===== config.mk =====
export PLATFORM = sky130hd
export DESIGN_NAME = scu_ctrl
export DESIGN_NICKNAME = d
export VERILOG_FILES = /design/src/rtl/scu_pkg.sv /design/src/rtl/scu_main_dec.sv /design/src/rtl/scu_alu_dec.sv /design/src/rtl/scu_next_pc.sv /design/src/rtl/scu_ctrl.sv
export SDC_FILE = /design/constraint.sdc
export NUM_CORES = 1
export LEC_CHECK = 0
export ABC_AREA = 1
export BUFFER_PORTS_ARGS = -buffer_cell sky130_fd_sc_hd__buf_2
export CAP_MARGIN = 40
export CORE_ASPECT_RATIO = 2
export CORE_MARGIN = 5
export CORE_UTILIZATION = 55
export DETAILED_ROUTE_END_ITERATION = 8
export GPL_ROUTABILITY_DRIVEN = 0
export PLACE_DENSITY_LB_ADDON = 0.1
export SKIP_LAST_GASP = 1
export SYNTH_ARGS = -nofsm -noshare
export SYNTH_HDL_FRONTEND = slang
export SYNTH_SLANG_ARGS = --single-unit

===== constraint.sdc =====
create_clock -name vclk -period 2.88
set_clock_uncertainty 0.05 [all_clocks]
set_input_delay 0.144 -clock vclk [all_inputs]
set_output_delay 0.144 -clock vclk [all_outputs]
set_load 0.03 [all_outputs]

===== src/rtl/scu_pkg.sv =====
// Package: shared encodings and decoded-control bundle for the control unit.
// Assumes a 32-bit fixed-format instruction with op in [31:26] and func in [5:0].
package scu_pkg;

    localparam int OP_W     = 6;
    localparam int FUNC_W   = 6;
    localparam int ALU_OP_W = 3;
    localparam int IMM_W    = 16;
    localparam int JIDX_W   = 26;

    typedef enum logic [OP_W-1:0] {
        OPC_RTYPE = 6'b000000,
        OPC_JUMP  = 6'b000010,
        OPC_BEQ   = 6'b000100,
        OPC_LOAD  = 6'b100011,
        OPC_STORE = 6'b101011
    } opcode_e;

    typedef enum logic [FUNC_W-1:0] {
        FN_ADD = 6'b100000,
        FN_SUB = 6'b100010,
        FN_AND = 6'b100100,
        FN_OR  = 6'b100101,
        FN_SLT = 6'b101010
    } funct_e;

    typedef enum logic [ALU_OP_W-1:0] {
        ALU_AND = 3'b000,
        ALU_OR  = 3'b001,
        ALU_ADD = 3'b010,
        ALU_SUB = 3'b110,
        ALU_SLT = 3'b111
    } alu_op_e;

    // Source of the ALU operation chosen by the opcode decoder.
    typedef enum logic [1:0] {
        ALUSEL_ADD  = 2'd0,
        ALUSEL_SUB  = 2'd1,
        ALUSEL_FUNC = 2'd2
    } alu_sel_e;

    typedef struct packed {
        logic     reg_dst;
        logic     alu_src;
        logic     mem_to_reg;
        logic     reg_write;
        logic     mem_read;
        logic     mem_write;
        logic     is_branch;
        logic     is_jump;
        alu_sel_e alu_sel;
    } main_ctrl_t;

endpackage


===== src/rtl/scu_main_dec.sv =====
// Module: opcode decoder. Maps the 6-bit op field to the datapath controls
// and to the source of the ALU operation.
// Assumes: unknown opcodes give all-zero controls with op_known low.
module scu_main_dec
    import scu_pkg::*;
(
    input  logic [OP_W-1:0] op,
    output main_ctrl_t      ctrl,
    output logic            op_known
);

    // Opcode lookup with a safe default for every field.
    always_comb begin
        ctrl         = '0;
        ctrl.alu_sel = ALUSEL_ADD;
        op_known     = 1'b1;
        case (op)
            OPC_RTYPE: begin
                ctrl.reg_dst   = 1'b1;
                ctrl.reg_write = 1'b1;
                ctrl.alu_sel   = ALUSEL_FUNC;
            end
            OPC_LOAD: begin
                ctrl.alu_src    = 1'b1;
                ctrl.mem_to_reg = 1'b1;
                ctrl.reg_write  = 1'b1;
                ctrl.mem_read   = 1'b1;
            end
            OPC_STORE: begin
                ctrl.alu_src   = 1'b1;
                ctrl.mem_write = 1'b1;
            end
            OPC_BEQ: begin
                ctrl.is_branch = 1'b1;
                ctrl.alu_sel   = ALUSEL_SUB;
            end
            OPC_JUMP: begin
                ctrl.is_jump = 1'b1;
            end
            default: begin
                op_known = 1'b0;
            end
        endcase
    end

endmodule


===== src/rtl/scu_alu_dec.sv =====
// Module: ALU operation decoder. Resolves the 3-bit ALU code from the opcode
// decoder's selection and, for register-format instructions, the func field.
// Assumes: an unknown func yields the add code with func_known low.
module scu_alu_dec
    import scu_pkg::*;
(
    input  alu_sel_e            alu_sel,
    input  logic [FUNC_W-1:0]   func,
    output logic [ALU_OP_W-1:0] alu_op,
    output logic                func_known
);

    // Pick a fixed code or look the func field up.
    always_comb begin
        alu_op     = ALU_ADD;
        func_known = 1'b1;
        case (alu_sel)
            ALUSEL_SUB: alu_op = ALU_SUB;
            ALUSEL_FUNC: begin
                case (func)
                    FN_ADD:  alu_op = ALU_ADD;
                    FN_SUB:  alu_op = ALU_SUB;
                    FN_AND:  alu_op = ALU_AND;
                    FN_OR:   alu_op = ALU_OR;
                    FN_SLT:  alu_op = ALU_SLT;
                    default: begin
                        alu_op     = ALU_ADD;
                        func_known = 1'b0;
                    end
                endcase
            end
            default: alu_op = ALU_ADD;
        endcase
    end

endmodule


===== src/rtl/scu_next_pc.sv =====
// Module: next-PC generator. Forms the sequential, branch and jump addresses
// and selects one with jump first, taken branch second, sequential last.
// Assumes: XLEN >= 32 so the upper PC slice above the jump field is non-empty.
module scu_next_pc
    import scu_pkg::*;
#(
    parameter int XLEN = 32
) (
    input  logic [XLEN-1:0]   pc,
    input  logic [IMM_W-1:0]  imm,
    input  logic [JIDX_W-1:0] jidx,
    input  logic              take_branch,
    input  logic              take_jump,
    output logic [XLEN-1:0]   pc_next
);

    localparam int              UPPER_W = XLEN - JIDX_W - 2;
    localparam int              SEXT_W  = XLEN - IMM_W - 2;
    localparam logic [XLEN-1:0] STEP    = XLEN'(4);

    logic [XLEN-1:0] seq_addr;
    logic [XLEN-1:0] br_offset;
    logic [XLEN-1:0] br_addr;
    logic [XLEN-1:0] jmp_addr;

    // Candidate addresses.
    always_comb begin
        seq_addr  = pc + STEP;
        br_offset = {{SEXT_W{imm[IMM_W-1]}}, imm, 2'b00};
        br_addr   = seq_addr + br_offset;
        jmp_addr  = {pc[XLEN-1 -: UPPER_W], jidx, 2'b00};
    end

    // Priority selection of the next address.
    always_comb begin
        if (take_jump) begin
            pc_next = jmp_addr;
        end else if (take_branch) begin
            pc_next = br_addr;
        end else begin
            pc_next = seq_addr;
        end
    end

endmodule


===== src/rtl/scu_ctrl.sv =====
// Module: top of the merged control and next-PC unit. Purely combinational.
// Assumes: the caller registers pc_next into its PC; unknown encodings must
// leave architectural state untouched, so all controls are gated by validity.
module scu_ctrl
    import scu_pkg::*;
#(
    parameter int XLEN = 32
) (
    input  logic [31:0]         instr,
    input  logic                alu_zero,
    input  logic [XLEN-1:0]     pc,
    output logic                reg_dst,
    output logic                alu_src,
    output logic                mem_to_reg,
    output logic                reg_write,
    output logic                mem_read,
    output logic                mem_write,
    output logic                branch_taken,
    output logic                jump,
    output logic [ALU_OP_W-1:0] alu_op,
    output logic [XLEN-1:0]     pc_next
);

    localparam int OP_LSB = 32 - OP_W;

    main_ctrl_t          dec;
    logic                op_known;
    logic                func_known;
    logic [ALU_OP_W-1:0] alu_op_raw;
    logic                instr_ok;

    scu_main_dec u_main_dec (
        .op       (instr[31:OP_LSB]),
        .ctrl     (dec),
        .op_known (op_known)
    );

    scu_alu_dec u_alu_dec (
        .alu_sel    (dec.alu_sel),
        .func       (instr[FUNC_W-1:0]),
        .alu_op     (alu_op_raw),
        .func_known (func_known)
    );

    // An encoding is usable when the opcode is known and, if it needs one, the func.
    always_comb begin
        instr_ok = op_known && ((dec.alu_sel != ALUSEL_FUNC) || func_known);
    end

    // Gate every control with validity; resolve branch with the zero flag.
    always_comb begin
        reg_dst      = instr_ok & dec.reg_dst;
        alu_src      = instr_ok & dec.alu_src;
        mem_to_reg   = instr_ok & dec.mem_to_reg;
        reg_write    = instr_ok & dec.reg_write;
        mem_read     = instr_ok & dec.mem_read;
        mem_write    = instr_ok & dec.mem_write;
        branch_taken = instr_ok & dec.is_branch & alu_zero;
        jump         = instr_ok & dec.is_jump;
        alu_op       = alu_op_raw;
    end

    scu_next_pc #(.XLEN(XLEN)) u_next_pc (
        .pc          (pc),
        .imm         (instr[IMM_W-1:0]),
        .jidx        (instr[JIDX_W-1:0]),
        .take_branch (branch_taken),
        .take_jump   (jump),
        .pc_next     (pc_next)
    );

endmodule


==> out/metrics.cfg, run 1 <==
[run_status]
failing_step = 5_1_grt
error_line = [ERROR GRT-0232] Routing congestion too high. Check the congestion heatmap in the GUI.
status = did not finish

[global_route]
grt_total_usage = 0.670
grt_start_max_net_pins = 31
grt_remaining_overflow = 54

[sta]
postGrtWorstEndpoint = pc_next[22]
worst_endpoint_kind = primary output

[clocking]
cts.hold.buffers_added = 0

[logic_synthesis]
synth_cell_types = 35
post_synth_most_frequent_cells = 269 x sky130_fd_sc_hd__nand2_1, 130 x sky130_fd_sc_hd__inv_1, 72 x sky130_fd_sc_hd__nor2_1
synth_top_cells_by_area = sky130_fd_sc_hd__nand2_1 25%, sky130_fd_sc_hd__ha_1 12%, sky130_fd_sc_hd__inv_1 12%
synth_largest_type_area_fraction = 0.255
mappedNetlistNets = 885
synth_seq_area_share = 0
syn-instance-count = 780
avgSynthCellArea_um2 = 5.09
syn-cell-area_um2 = 3970
yosysMostFrequentCell = sky130_fd_sc_hd__nand2_1
netlist.top_cell.by_area = sky130_fd_sc_hd__nand2_1
synth-warning-count = 0

[floorplan]
die_h_um = 130
floorplan.io_pins = 108
row_count = 43
die_x_um = 70.0
initial_utilization = 0.567

[place]
dpl_cell_area_um2 = 5160
io_buffer_count = 108
detailedPlacementHpwl_mm = 13.1

-- routing by layer --
metal	overflow	GRT usage
met5	0	0.0111
met4	20	0.756
met3	0	0.412
met2	34	0.934
met1	0	0.624
-- what timing repair did --
item	in CTS
endpoints found under the setup margin	18
gates resized for setup	98
pin swaps	32
buffers inserted	9
-- logic make-up after synthesis --
| kind of cell | Yosys count | synth area share |
|---|---|---|
| compound gates | 93 | 0.129 |
| xor+xnor | 33 | 0.0729 |
| simple gates | 469 | 0.518 |
| fa+ha+maj | 40 | 0.128 |
| buf+inv | 145 | 0.152 |
-- through the flow --
stage                     std cells   util  setup WS (ps)
after CTS                      1060  0.804          -16.1
after detailed placement       1051  0.737           -270
after global placement         1051  0.737           -217
after floorplan                 780      -            161
==> run 2: changes to the inputs <==
--- a/config.mk
+++ b/config.mk
@@ -8,12 +8,11 @@
 export ABC_AREA = 1
 export BUFFER_PORTS_ARGS = -buffer_cell sky130_fd_sc_hd__buf_2
 export CAP_MARGIN = 40
-export CORE_ASPECT_RATIO = 2
 export CORE_MARGIN = 5
-export CORE_UTILIZATION = 55
+export CORE_UTILIZATION = 40
 export DETAILED_ROUTE_END_ITERATION = 8
 export GPL_ROUTABILITY_DRIVEN = 0
-export PLACE_DENSITY_LB_ADDON = 0.1
+export PLACE_DENSITY_LB_ADDON = 0.15
 export SKIP_LAST_GASP = 1
 export SYNTH_ARGS = -nofsm -noshare
 export SYNTH_HDL_FRONTEND = slang
==> out/metrics.cfg, run 2 <==
[run_status]
status = finished clean

[logic_synthesis]
syn-instance-count = 780
netlist.top_cell.by_area = sky130_fd_sc_hd__nand2_1
synth-warning-count = 0
synth_top_cells_by_area = sky130_fd_sc_hd__nand2_1 25%, sky130_fd_sc_hd__ha_1 12%, sky130_fd_sc_hd__inv_1 12%
synth_seq_area_share = 0
yosysMostFrequentCell = sky130_fd_sc_hd__nand2_1
synth_largest_type_area_fraction = 0.255
synth_cell_types = 35
syn-cell-area_um2 = 3970
mappedNetlistNets = 885
post_synth_most_frequent_cells = 269 x sky130_fd_sc_hd__nand2_1, 130 x sky130_fd_sc_hd__inv_1, 72 x sky130_fd_sc_hd__nor2_1
avgSynthCellArea_um2 = 5.09

[global_route]
use_met1 = 0.328
grt_antenna_before_repair = 0
groute.layer.met2.usage = 0.385
grt_remaining_overflow = 0
grt_start_max_net_pins = 41
first_global_vias = 4836
layer_carrying_the_most_global_route_usage = met2
grt_total_usage = 0.227
grtUsageMet3 = 0.00763
grt_first_pass_wirelength_mm = 22.4

[setup_path]
worstPathMaxFanout = 4
timing.critical_path.to_type = output pin
critical_path.slowest_cell = sky130_fd_sc_hd__ha_4
worstSetupStartpointType = primary input
required_ps = 2690
crit_path_max_incr_delay_ps = 280
critical_path.cell_chain = buf_2, nand2_2, nand3b_1, nor2_1, nand4_1, xor2_1, inv_1, ha_4, nand2_2, inv_1, nand2_1, nand2_2, inv_2, nand2_2, nand2_1, nand2_1, inv_1, nand2_1, nand2_1, nand3_1, a21oi_1, buf_4
criticalPathCategory = primary input to output pin
worst-endpoint-arrival_ps = 2680
critical-path-top-cell-by-count = sky130_fd_sc_hd__nand2_1
crit_buf_inv = 6
worst_path_dominant_cell_family = simple AND/OR/NAND/NOR gates

[cells_and_area]
final_design_area_no_fill_um2 = 6070
mostFrequentLayoutCell = sky130_fd_sc_hd__nand2_1
flow.area_growth_from_synthesis_pct = 53.1
finish.cell_count_without_fillers = 1094
antennaDiodeCount = 0
layout-drive-gt1-share = 0.368
clockBufferCount = 0
layout.area.seq_um2 = 0
finish.net_count = 1068
sequential_cell_total = 0
layout_common_cells = 238 x sky130_fd_sc_hd__nand2_1, 123 x sky130_fd_sc_hd__inv_1, 91 x sky130_fd_sc_hd__buf_4, 87 x sky130_fd_sc_hd__buf_2, 54 x sky130_fd_sc_hd__nand3_1

[sta]
tightestPinTransition_ps = 674
timing.slew.headroom = 0.551
timing.final.crit_period_ps = 2870
final_hold_violation_count = 0
grt_setup_unrepaired = true
setup_viol_count_final = 0
max_freq_mhz = 348
slew_viol_final = 0
finalCritPeriodShare = 0.996

[floorplan]
design.core.area_um2 = 9730
floorplan.io_pins = 108
row_count = 36
dieArea_um2 = 12000
die_h_um = 110
die_x_um = 110
initial_utilization = 0.408

[clocking]
cts.hold.buffers_added = 0

[place]
placed_insts = 1084
dpl_cell_area_um2 = 5150
detailedPlacementHpwl_mm = 11.7
io_buffer_count = 108

[routing]
routed_wl_mm = 14.7
drc_markers = 0
initialDrtViolationCount = 275
detail_route.wl_per_cell_um = 13.5
postRouteAntennaNets = 0
dr_pass1_iterations = 5
route.vias.total = 5418
vias_per_cell = 4.95

[pwr]
cellLeakagePower_nw = 3.23
power-per-cell-area_nw_per_um2 = 164
worst_ir_drop_vdd_uv = 75.5

[hold_path]
hold_path_class = primary input to output pin

[job]
maxCapViolCount = 0

==> run 2: kinds of logic (layout without fill, tap and decap cells) <==
logic type / count (synthesis) / count (layout) / share of synthesized area
simple gates: 469 / 469 / 0.518
buf+inv: 145 / 326 / 0.152
compound gates: 93 / 93 / 0.129
fa+ha+maj: 40 / 40 / 0.128
xor+xnor: 33 / 33 / 0.0729
==> run 2: path summary, 6_finish.rpt <==
check / startpoint / to / slack [ps] / cells after the start
setup / recovery: pc[4] / pc_next[31] / 10 / 22
hold / removal: instr[20] / pc_next[22] / 550 / 4
==> run 2: area by class of cell <==
type | instances | area [µm²]
multi-input cells | 635 | 4100
well taps | 133 | 166
repair buffers | 194 | 1300
inverters | 132 | 497
fillers | 986 | 3660
==> run 2: where the power goes <==
group          leakage [nW]  switching [mW]  total [mW]  internal (mW)
clock                     0               0           0              0
combinational          3.23           0.577       0.998          0.421
sequential                0               0           0              0
total                  3.23           0.577       0.998          0.421
==> run 2: stage by stage <==
| step | total power, mW | util | hold WS [ps] | worst slack (ps) | TNS (ps) |
|---|---|---|---|---|---|
| floorplan | 0.494 | - | 389 | 161 | 0 |
| global placement | 0.809 | 0.529 | 566 | -452 | -2130 |
| detailed placement | 0.811 | 0.529 | 569 | -470 | -2200 |
| CTS | 0.862 | 0.557 | 552 | 0.706 | 0 |
| global route | 1.10 | 0.624 | 571 | -229 | -2490 |
| finish | 0.998 | 0.624 | 552 | 10.5 | 0 |
==> run 2: repair_timing <==
item                                    4_1_cts  5_1_grt
cloned                                        0        0
pin swaps                                    23       47
gates resized for setup                      53      150
endpoints found under the setup margin       15       21
setup buffers                                 5        5
==> run 2: per-layer routing <==
| layer | part of all wire | vias to the layer above | routed length, µm |
|---|---|---|---|
| met4 | 0.0081 | 0 | 119 |
| met2 | 0.48 | 159 | 6990 |
| li1 | - | 2832 | - |
| met5 | 0 | - | 0 |
| met3 | 0.050 | 10 | 740 |
| met1 | 0.47 | 2417 | 6870 |
(Power assumes the default switching activity.)
==> run 3: changes to the inputs <==
--- a/config.mk
+++ b/config.mk
@@ -7,12 +7,13 @@
 export LEC_CHECK = 0
 export ABC_AREA = 1
 export BUFFER_PORTS_ARGS = -buffer_cell sky130_fd_sc_hd__buf_2
-export CAP_MARGIN = 40
+export CAP_MARGIN = 20
 export CORE_MARGIN = 5
 export CORE_UTILIZATION = 40
 export DETAILED_ROUTE_END_ITERATION = 8
 export GPL_ROUTABILITY_DRIVEN = 0
 export PLACE_DENSITY_LB_ADDON = 0.15
+export SETUP_SLACK_MARGIN = 0.15
 export SKIP_LAST_GASP = 1
 export SYNTH_ARGS = -nofsm -noshare
 export SYNTH_HDL_FRONTEND = slang
==> out/metrics.cfg, run 3 (same netlist as run 2, synthesis figures left out) <==
[floorplan]
floorplan.io_pins = 108
initial_utilization = 0.408
die_x_um = 110
die_h_um = 110
design.core.area_um2 = 9730
row_count = 36
dieArea_um2 = 12000

[routing]
dr_pass1_iterations = 5
route.vias.total = 5475
initialDrtViolationCount = 305
detail_route.wl_per_cell_um = 14.0
vias_per_cell = 4.99
drc_markers = 0
routed_wl_mm = 15.3
postRouteAntennaNets = 0

[cells_and_area]
layout-drive-gt1-share = 0.409
finish.cell_count_without_fillers = 1098
mostFrequentLayoutCell = sky130_fd_sc_hd__nand2_1
finalCoreUtilization = 0.655
clockBufferCount = 0
antennaDiodeCount = 0
layout_common_cells = 226 x sky130_fd_sc_hd__nand2_1, 117 x sky130_fd_sc_hd__inv_1, 98 x sky130_fd_sc_hd__buf_4, 79 x sky130_fd_sc_hd__buf_2, 49 x sky130_fd_sc_hd__nor2_1
layout.area.seq_um2 = 0
finish.net_count = 1072
sequential_cell_total = 0
layout.filler_cells = 908
flow.area_growth_from_synthesis_pct = 60.7

[sta]
timing.slew.headroom = 0.574
grt_setup_unrepaired = true
max_freq_mhz = 351
setup_slack_ps = 30.9
tightestPinTransition_ps = 639
finalCritPeriodShare = 0.989
tns_ps = 0
setup_viol_count_final = 0
slew_viol_final = 0
final_hold_violation_count = 0
timing.final.crit_period_ps = 2850

[setup_path]
worst_path_dominant_cell_family = simple AND/OR/NAND/NOR gates
worstPathMaxFanout = 3
required_ps = 2690
crit_buf_inv = 6
critical-path-top-cell-by-count = sky130_fd_sc_hd__nand2_1
criticalPathCategory = primary input to output pin
timing.critical_path.to_type = output pin
critical_path.slowest_cell = sky130_fd_sc_hd__ha_4
worstSetupStartpointType = primary input
crit_path_max_incr_delay_ps = 260
critical_path.cell_chain = buf_8, nand2_4, nor2_4, nand3b_1, nor2_1, nand4_1, xor2_1, inv_1, ha_4, buf_6, a21oi_4, nand2_2, inv_2, nand2_2, nand2_1, nand2_1, inv_1, nand2_1, nand2_1, nand3_1, a21oi_1, buf_4
worst-endpoint-arrival_ps = 2660

[job]
maxCapViolCount = 0

[run_status]
status = finished clean

[global_route]
first_global_vias = 5036
grt_total_usage = 0.235
grt_first_pass_wirelength_mm = 23.2
grt_antenna_before_repair = 0
grt_remaining_overflow = 0
grt_start_max_net_pins = 41

[pwr]
report.power.total_mw = 1.06
worst_ir_drop_vdd_uv = 85.9
power-per-cell-area_nw_per_um2 = 167
cellLeakagePower_nw = 3.31

[clocking]
cts.hold.buffers_added = 0

[hold_path]
hold_path_class = primary input to output pin

[place]
placed_insts = 1084
io_buffer_count = 108
detailedPlacementHpwl_mm = 11.7
detailedPlace.worstSlack_ps = -470

-- run 3: where the power goes --
group | switching [mW] | leakage [nW] | internal [mW]
clock | 0 | 0 | 0
sequential | 0 | 0 | 0
combinational | 0.609 | 3.31 | 0.455
total | 0.609 | 3.31 | 0.455
-- run 3: through the flow --
stage / hold WS, ps / cell area (µm²)
floorplan: 389 / 3970
finish: 550 / 6370
global placement: 566 / 5150
global route: 566 / 6370
detailed placement: 569 / 5150
CTS: 548 / 5810
-- run 3: cell type report --
type / count / area [µm²] / area share
Tap cell: 133 / 166 / 0.0261
Inverter: 132 / 497 / 0.0779
Timing Repair Buffer: 198 / 1380 / 0.217
Multi-Input combinational cell: 635 / 4330 / 0.679
-- run 3: repair_timing --
action                                  CTS  global route
pin swaps                                57            56
gates resized for setup                 146           109
cloned                                    0             0
setup buffers                             7             7
endpoints found under the setup margin   21            25
-- run 3: layer usage --
metal,part of all wire,vias to the layer above,GRT usage
met5,0,-,0
met4,0.012,0,0.0285
met3,0.041,22,0.00822
met2,0.48,149,0.408
met1,0.46,2465,0.333
li1,-,2839,-
-- run 3: worst paths after layout --
path,from,endpoint,cells after the start
worst max-delay path,pc[7],pc_next[31],22
worst min-delay path,instr[22],pc_next[24],4
